$ cat config.mk
export PLATFORM = sky130hd
export DESIGN_NAME = mpsc_regbank
export DESIGN_NICKNAME = d
export VERILOG_FILES = /design/src/rtl/mpsc_rb_pkg.sv /design/src/rtl/mpsc_rb_port.sv /design/src/rtl/mpsc_rb_iface_sel.sv /design/src/rtl/mpsc_regbank.sv
export SDC_FILE = /design/constraint.sdc
export NUM_CORES = 1
export LEC_CHECK = 0
export BUFFER_PORTS_ARGS = -buffer_cell sky130_fd_sc_hd__buf_2
export CAP_MARGIN = 40
export CORE_UTILIZATION = 50
export CTS_CLUSTER_DIAMETER = 120
export DETAILED_ROUTE_END_ITERATION = 6
export PLACE_DENSITY = 0.71
export RECOVER_POWER = 25
export SLEW_MARGIN = 10
export SYNTH_ARGS = -nofsm -noshare
export SYNTH_HDL_FRONTEND = slang
export SYNTH_HIERARCHICAL = 1
export SYNTH_SLANG_ARGS = --single-unit
$ cat constraint.sdc
create_clock -name clk -period 3.3 [get_ports clk]
set_input_delay 0.66 -clock clk [delete_from_list [all_inputs] [get_ports clk]]
set_output_delay 0.66 -clock clk [all_outputs]
set_load 0.01 [all_outputs]
$ cat src/rtl/mpsc_rb_pkg.sv
package mpsc_rb_pkg;
  localparam int DW = 8;

  localparam logic [3:0] OFF_CTRL = 4'd0;
  localparam logic [3:0] OFF_EVT  = 4'd1;
  localparam logic [3:0] OFF_DIAG = 4'd2;
  localparam logic [3:0] OFF_LED  = 4'd3;
  localparam logic [3:0] OFF_STAT = 4'd4;
  localparam logic [3:0] OFF_CMD  = 4'd5;
  localparam logic [3:0] OFF_MASK = 4'd6;
  localparam logic [3:0] OFF_ENH  = 4'd7;
  localparam logic [3:0] OFF_REF  = 4'd8;

  // control byte bit positions
  localparam int CB_IRQ_EN  = 0;
  localparam int CB_HALT    = 1;
  localparam int CB_BYTE    = 2;
  localparam int CB_PARITY  = 3;
  localparam int CB_ERRONLY = 6;

  // writable-bit mask per offset; reserved bits are dropped
  function automatic logic [DW-1:0] rw_mask(input logic [3:0] off, input int evt_w);
    case (off)
      OFF_CTRL: rw_mask = 8'h7F;
      OFF_LED:  rw_mask = 8'h3F;
      OFF_MASK: rw_mask = DW'((1 << evt_w) - 1);
      default:  rw_mask = 8'hFF;
    endcase
  endfunction
endpackage

$ cat src/rtl/mpsc_rb_port.sv
module mpsc_rb_port
  import mpsc_rb_pkg::*;
#(
  parameter int EVT_W = 4
) (
  input  logic          clk,
  input  logic          rst,
  input  logic          hit,
  input  logic [3:0]    off,
  input  logic          wr,
  input  logic          rd,
  input  logic [DW-1:0] wdata,
  input  logic [EVT_W-1:0] evt,
  input  logic [DW-1:0] stat,
  output logic [DW-1:0] rd_val,
  output logic [1:0]    mode,
  output logic          halt,
  output logic          irq_en,
  output logic [DW-1:0] enh,
  output logic [DW-1:0] cmd,
  output logic          irq_req
);
  logic [DW-1:0]    ctrl_q, diag_q, led_q, mask_q, enh_q, ref_q, cmd_q;
  logic [EVT_W-1:0] sticky_q;
  logic             wr_hit, clr_hit;

  assign wr_hit  = hit && wr;
  assign clr_hit = hit && rd && (off == OFF_EVT);

  always_ff @(posedge clk) begin
    if (rst) begin
      ctrl_q   <= '0;
      diag_q   <= '0;
      led_q    <= '0;
      mask_q   <= '0;
      enh_q    <= '0;
      ref_q    <= '0;
      cmd_q    <= '0;
      sticky_q <= '0;
    end else begin
      cmd_q <= '0;
      if (wr_hit) begin
        case (off)
          OFF_CTRL: ctrl_q <= wdata & rw_mask(off, EVT_W);
          OFF_DIAG: diag_q <= wdata & rw_mask(off, EVT_W);
          OFF_LED:  led_q  <= wdata & rw_mask(off, EVT_W);
          OFF_MASK: mask_q <= wdata & rw_mask(off, EVT_W);
          OFF_ENH:  enh_q  <= wdata & rw_mask(off, EVT_W);
          OFF_REF:  ref_q  <= wdata & rw_mask(off, EVT_W);
          OFF_CMD:  cmd_q  <= wdata;
          default: ;
        endcase
      end
      // a new event beats the clearing read
      sticky_q <= clr_hit ? evt : (sticky_q | evt);
    end
  end

  always_comb begin
    case (off)
      OFF_CTRL: rd_val = ctrl_q;
      OFF_EVT:  rd_val = {{(DW-EVT_W){1'b0}}, sticky_q};
      OFF_DIAG: rd_val = diag_q;
      OFF_LED:  rd_val = led_q;
      OFF_STAT: rd_val = stat;
      OFF_MASK: rd_val = mask_q;
      OFF_ENH:  rd_val = enh_q;
      OFF_REF:  rd_val = ref_q;
      default:  rd_val = '0;
    endcase
  end

  logic [EVT_W-1:0] masked;
  assign masked  = sticky_q & mask_q[EVT_W-1:0];
  assign irq_en  = ctrl_q[CB_IRQ_EN];
  assign irq_req = irq_en && (ctrl_q[CB_ERRONLY] ? masked[0] : (|masked));
  assign mode    = {ctrl_q[CB_PARITY], ctrl_q[CB_BYTE]};
  assign halt    = ctrl_q[CB_HALT];
  assign enh     = enh_q;
  assign cmd     = cmd_q;
endmodule

$ cat src/rtl/mpsc_rb_iface_sel.sv
module mpsc_rb_iface_sel
  import mpsc_rb_pkg::*;
#(
  parameter int NPORT = 3,
  parameter int SEL_W = 2
) (
  input  logic                clk,
  input  logic                rst,
  input  logic [SEL_W-1:0]    sel,
  input  logic [NPORT*2-1:0]  mode_flat,
  input  logic [NPORT*DW-1:0] enh_flat,
  output logic [1:0]          mode_q,
  output logic [DW-1:0]       enh_q
);
  logic [1:0]    mode_d;
  logic [DW-1:0] enh_d;

  always_comb begin
    mode_d = '0;
    enh_d  = '0;
    for (int p = 0; p < NPORT; p++) begin
      if (int'(sel) == p) begin
        mode_d = mode_flat[p*2 +: 2];
        enh_d  = enh_flat[p*DW +: DW];
      end
    end
  end

  always_ff @(posedge clk) begin
    if (rst) begin
      mode_q <= '0;
      enh_q  <= '0;
    end else begin
      mode_q <= mode_d;
      enh_q  <= enh_d;
    end
  end
endmodule

$ cat src/rtl/mpsc_regbank.sv
module mpsc_regbank
  import mpsc_rb_pkg::*;
#(
  parameter int NPORT = 3,
  parameter int NREG  = 9,
  parameter int EVT_W = 4,
  parameter int AW    = 7,
  parameter logic [6:0] GLOB_ADDR = 7'h40,
  localparam int SEL_W = (NPORT > 1) ? $clog2(NPORT) : 1
) (
  input  logic                 clk,
  input  logic                 rst,
  input  logic [AW-1:0]        bus_addr,
  input  logic                 bus_wr,
  input  logic                 bus_rd,
  input  logic [DW-1:0]        bus_wdata,
  output logic [DW-1:0]        bus_rdata,
  input  logic [NPORT*EVT_W-1:0] evt_i,
  input  logic [NPORT*DW-1:0]  stat_i,
  input  logic [SEL_W-1:0]     sel_port_i,
  output logic [NPORT*DW-1:0]  cmd_pulse_o,
  output logic [NPORT-1:0]     halt_o,
  output logic [1:0]           if_mode_o,
  output logic [DW-1:0]        if_enh_o,
  output logic [DW-1:0]        glob_o,
  output logic                 irq_n_o
);
  localparam int PW = AW - 4;

  logic [PW-1:0]       port_idx;
  logic [3:0]          off;
  logic                off_ok, glob_hit;
  logic [NPORT-1:0]    hit, irq_req, irq_en;
  logic [DW-1:0]       rd_val [NPORT];
  logic [NPORT*2-1:0]  mode_flat;
  logic [NPORT*DW-1:0] enh_flat;
  logic [DW-1:0]       rd_sel, glob_q, rdata_q;
  logic                irq_n_q;

  assign port_idx = bus_addr[AW-1:4];
  assign off      = bus_addr[3:0];
  assign off_ok   = (int'(off) < NREG);
  assign glob_hit = (bus_addr == GLOB_ADDR);

  for (genvar p = 0; p < NPORT; p++) begin : g_port
    assign hit[p] = off_ok && (int'(port_idx) == p);
    mpsc_rb_port #(.EVT_W(EVT_W)) u_port (
      .clk     (clk),
      .rst     (rst),
      .hit     (hit[p]),
      .off     (off),
      .wr      (bus_wr),
      .rd      (bus_rd),
      .wdata   (bus_wdata),
      .evt     (evt_i[p*EVT_W +: EVT_W]),
      .stat    (stat_i[p*DW +: DW]),
      .rd_val  (rd_val[p]),
      .mode    (mode_flat[p*2 +: 2]),
      .halt    (halt_o[p]),
      .irq_en  (irq_en[p]),
      .enh     (enh_flat[p*DW +: DW]),
      .cmd     (cmd_pulse_o[p*DW +: DW]),
      .irq_req (irq_req[p])
    );
  end

  always_comb begin
    rd_sel = '0;
    for (int p = 0; p < NPORT; p++)
      if (hit[p]) rd_sel = rd_val[p];
    if (glob_hit) rd_sel = glob_q;
  end

  always_ff @(posedge clk) begin
    if (rst) begin
      rdata_q <= '0;
      glob_q  <= '0;
      irq_n_q <= 1'b1;
    end else begin
      if (bus_rd) rdata_q <= rd_sel;
      if (bus_wr && glob_hit) glob_q <= bus_wdata;
      irq_n_q <= ~(|irq_req);
    end
  end

  mpsc_rb_iface_sel #(.NPORT(NPORT), .SEL_W(SEL_W)) u_iface (
    .clk       (clk),
    .rst       (rst),
    .sel       (sel_port_i),
    .mode_flat (mode_flat),
    .enh_flat  (enh_flat),
    .mode_q    (if_mode_o),
    .enh_q     (if_enh_o)
  );

  assign bus_rdata = rdata_q;
  assign glob_o    = glob_q;
  assign irq_n_o   = irq_n_q;
endmodule

==> reports/qor.yml <==
route:
  postRouteAntennaNets: 0
  dr.pass1.iters: 7
  vias_per_cell: 6.30
  avgRoutedWirePerCell_um: 20.8
  drt_iter0_drc: 1143
  vias: 8461
  drc: 11
  wl_um: 27900
die:
  num_rows: 49
  pin_count: 111
  die_area_sq_mm: 0.0193
  core_area_sq_mm: 0.0181
  die_h_um: 139
  start_util_pct: 51.6
  die_x_um: 139
global_route:
  grt_max_degree: 78
  antenna_found_initial: 0
  grt_pass1_vias: 7599
  grt_use_total_pct: 28.9
  grt_pass1_wl_um: 43400
  grt.overflow.total: 0
placement:
  dp.cells: 1312
  dp_hpwl_um: 18100
  gp_congestion: 0.900
  port-buffer-count: 110
  placed_area_sq_mm: 0.00989
sta:
  hold_violations: 0
  finClkSkew_ns: 0.00983
  grt_setup_unrepaired: "no"
  fmax_ghz: 0.374
  tightest_slew_ns: 2.00
  post-route-period-util_pct: 81.0
  slew_violations: 43
  whs_ns: 0.436
  tns_ns: 0
  setup_violations: 0
  relSlewSlack_pct: -33.5
  fin_crit_ns: 2.67
layout:
  mostFrequentLayoutCells: "dfxtp_1, a21oi_1, o21ai_0"
  layout_commonest_cell: "dfxtp_1"
  drive_gt1_share_pct: 16.1
  final_net_count: 1159
  fillers: 1649
  design_area_sq_mm: 0.0104
  seq_area_sq_mm: 0.00372
  num_antenna_cells: 0
  final_cells: 1344
  multiInputGateArea_sq_mm: 0.00503
  area_delta_synth_final_pct: 10.8
setup_path:
  worstPathArrival_ns: 2.87
  path_cells: "buf_4 -> clkbuf_1 -> a211oi_1"
  slowest_delay_ns: 1.49
  path_delay_family: "buffers and inverters"
  path_buf_inv: 2
  cp.required_ns: 3.49
  critPathMaxFanout: 46
  path_class: "in2reg"
  crit_path_top_delay_cell: "clkbuf_1"
  worst_setup_path_end_kind: "register"
  cp-start-kind: "input pin"
min_path:
  hold_path.class: "in2reg"
logic_synthesis:
  synth_area_sq_mm: 0.00937
  synth_adder_area_share_pct: 0
  synthSimpleGateAreaFrac_pct: 22.3
  synth_edf_count: 0
  muxShareOfSynthArea_pct: 9.08
  yosysWarnings: 6
  synth_xor_area_share_pct: 0.187
  async_reset_ff_share_pct: 0
  ys_seq_elements: 186
  synthFlopType: "dfxtp_1"
  synth_compound_area_share_pct: 22.6
  syn_nets: 1104
  ys_seq_area_share_pct: 39.8
  synth_area_per_cell_sq_um: 8.94
  synthCells: 1047
  synth_top_family_by_area: "compound AO/OA/AOI/OAI gates"
  yosys.cell_types.count: 69
power:
  p_int_mw: 3.54
  powerDensity_mw_per_mm2: 462
  p_comb_share_pct: 8.7
  max-vdd-ir-drop_mv: 0.386
  p_switching_mw: 1.25
  switching_share_pct: 26.2
  pwr-share-clk_pct: 43.9
  power.share.sequential_pct: 47.4
  leakagePower_nw: 3.77
clocking:
  clock_latency_ns: 0.43
  ctsResizeCount: 0
  cts_made_buffers: 17
  cts_tree: "done"
  cts_hold_buf: 0
  clock_path_buffers: 2
  cts_setup_buffers: 0
  clock-root-buffer: "clkbuf_16"
  htree_num_levels: 4
  path_clk_slew_ns: 0.07
  cts_sinks: 186
status:
  failed_checks: "DRC, capacitance limit, slew limit"
  status: "complete, but fails checks"
flow_run:
  cap_violations: 1
through the flow:
stage	util, %	setup WS [ns]	total power, mW
6_report	57.2	0.627	4.80
2_1_floorplan	-	0.822	2.58
3_5_place_dp	54.5	0.460	2.74
4_1_cts	57.8	0.907	4.81
5_1_grt	57.2	0.514	4.94
3_3_place_gp	54.5	0.525	2.74
cells in the mapped netlist (13+ instances only):
cell type	count	area, sq um
nor2b_1	27	169
clkbuf_1	39	146
a22o_1	16	140
buf_2	34	170
nor2_1	52	195
dfxtp_1	186	3720
o21ai_0	86	430
nand4_1	13	81.3
nand3b_1	14	105
buf_4	13	97.6
nand2b_1	14	87.6
mux2i_1	49	490
o21ai_1	22	110
a211oi_2	20	250
a21oi_1	112	561
mux2_2	24	270
and2_1	33	206
a22oi_1	18	135
nand3_1	74	370
nand2_1	43	161
worst min-delay path: cells and delay by family:
family	cells	cell delay [ns]
AOI/OAI and AO/OA	1	0.03
buffers and inverters	1	0.07
and+or+nand+nor	1	0.07
area by class of cell:
type                       instances  share of cell area, %
timing repair buffer             132                   6.67
sequential                       186                   35.9
multi-input combinational        753                   48.5
clock inverter                    14                   1.65
clock buffer                      18                   4.13
tap                              229                   2.76
inverter                          12                  0.434
final timing paths:
| check | from | endpoint | slack [ns] | depth (start not counted) |
|---|---|---|---|---|
| worst max-delay path | rst | u_iface/enh_q[6] | 0.63 | 3 |
| worst min-delay path | evt_i[0] | g_port[0].u_port/sticky_q[0] | 0.44 | 3 |
| worst max register to register | g_port[0].u_port/ctrl_q[3] | bus_rdata[3] | 1.60 | 4 |
| worst min register to register | g_port[0].u_port/ref_q[1] | g_port[0].u_port/ref_q[1] | 0.46 | 2 |
power groups by stage:
stage / clock (mW) / sequential, mW / combinational [mW]
finish: 2.10 / 2.27 / 0.418
global route: 2.22 / 2.28 / 0.441
CTS: 2.12 / 2.27 / 0.414
detailed placement: 0 / 2.33 / 0.413
global placement: 0 / 2.33 / 0.411
floorplan: 0 / 2.32 / 0.258
flip-flops by register name (all words and copies together) (netlist names):
register / flops
g_port.u_port/mask_q: 12
g_port.u_port/ref_q: 24
g_port.u_port/sticky_q: 12
u_iface/enh_q: 8
g_port.u_port/led_q: 18
u_iface/mode_q: 2
glob_o: 8
bus_rdata: 8
irq_n_o: 1
g_port.u_port/cmd: 24
g_port.u_port/diag_q: 24
g_port.u_port/ctrl_q: 21
g_port.u_port/enh: 24
logic make-up after synthesis:
| logic type | count (synthesis) |
|---|---|
| DFF | 186 |
| AOI/OAI and AO/OA | 330 |
| xor gates and xnor gates | 2 |
| buffers and inverters | 108 |
| and+or+nand+nor | 344 |
| muxes | 77 |
routing by layer:
layer	vias to the layer above	global-route usage [%]	routed length, um
met5	-	0	0
met4	0	10.1	558
met3	39	5.39	2240
met2	416	44.8	12700
met1	4048	40.2	12500
li1	3958	-	-
Power figures use the tool's default switching activity.
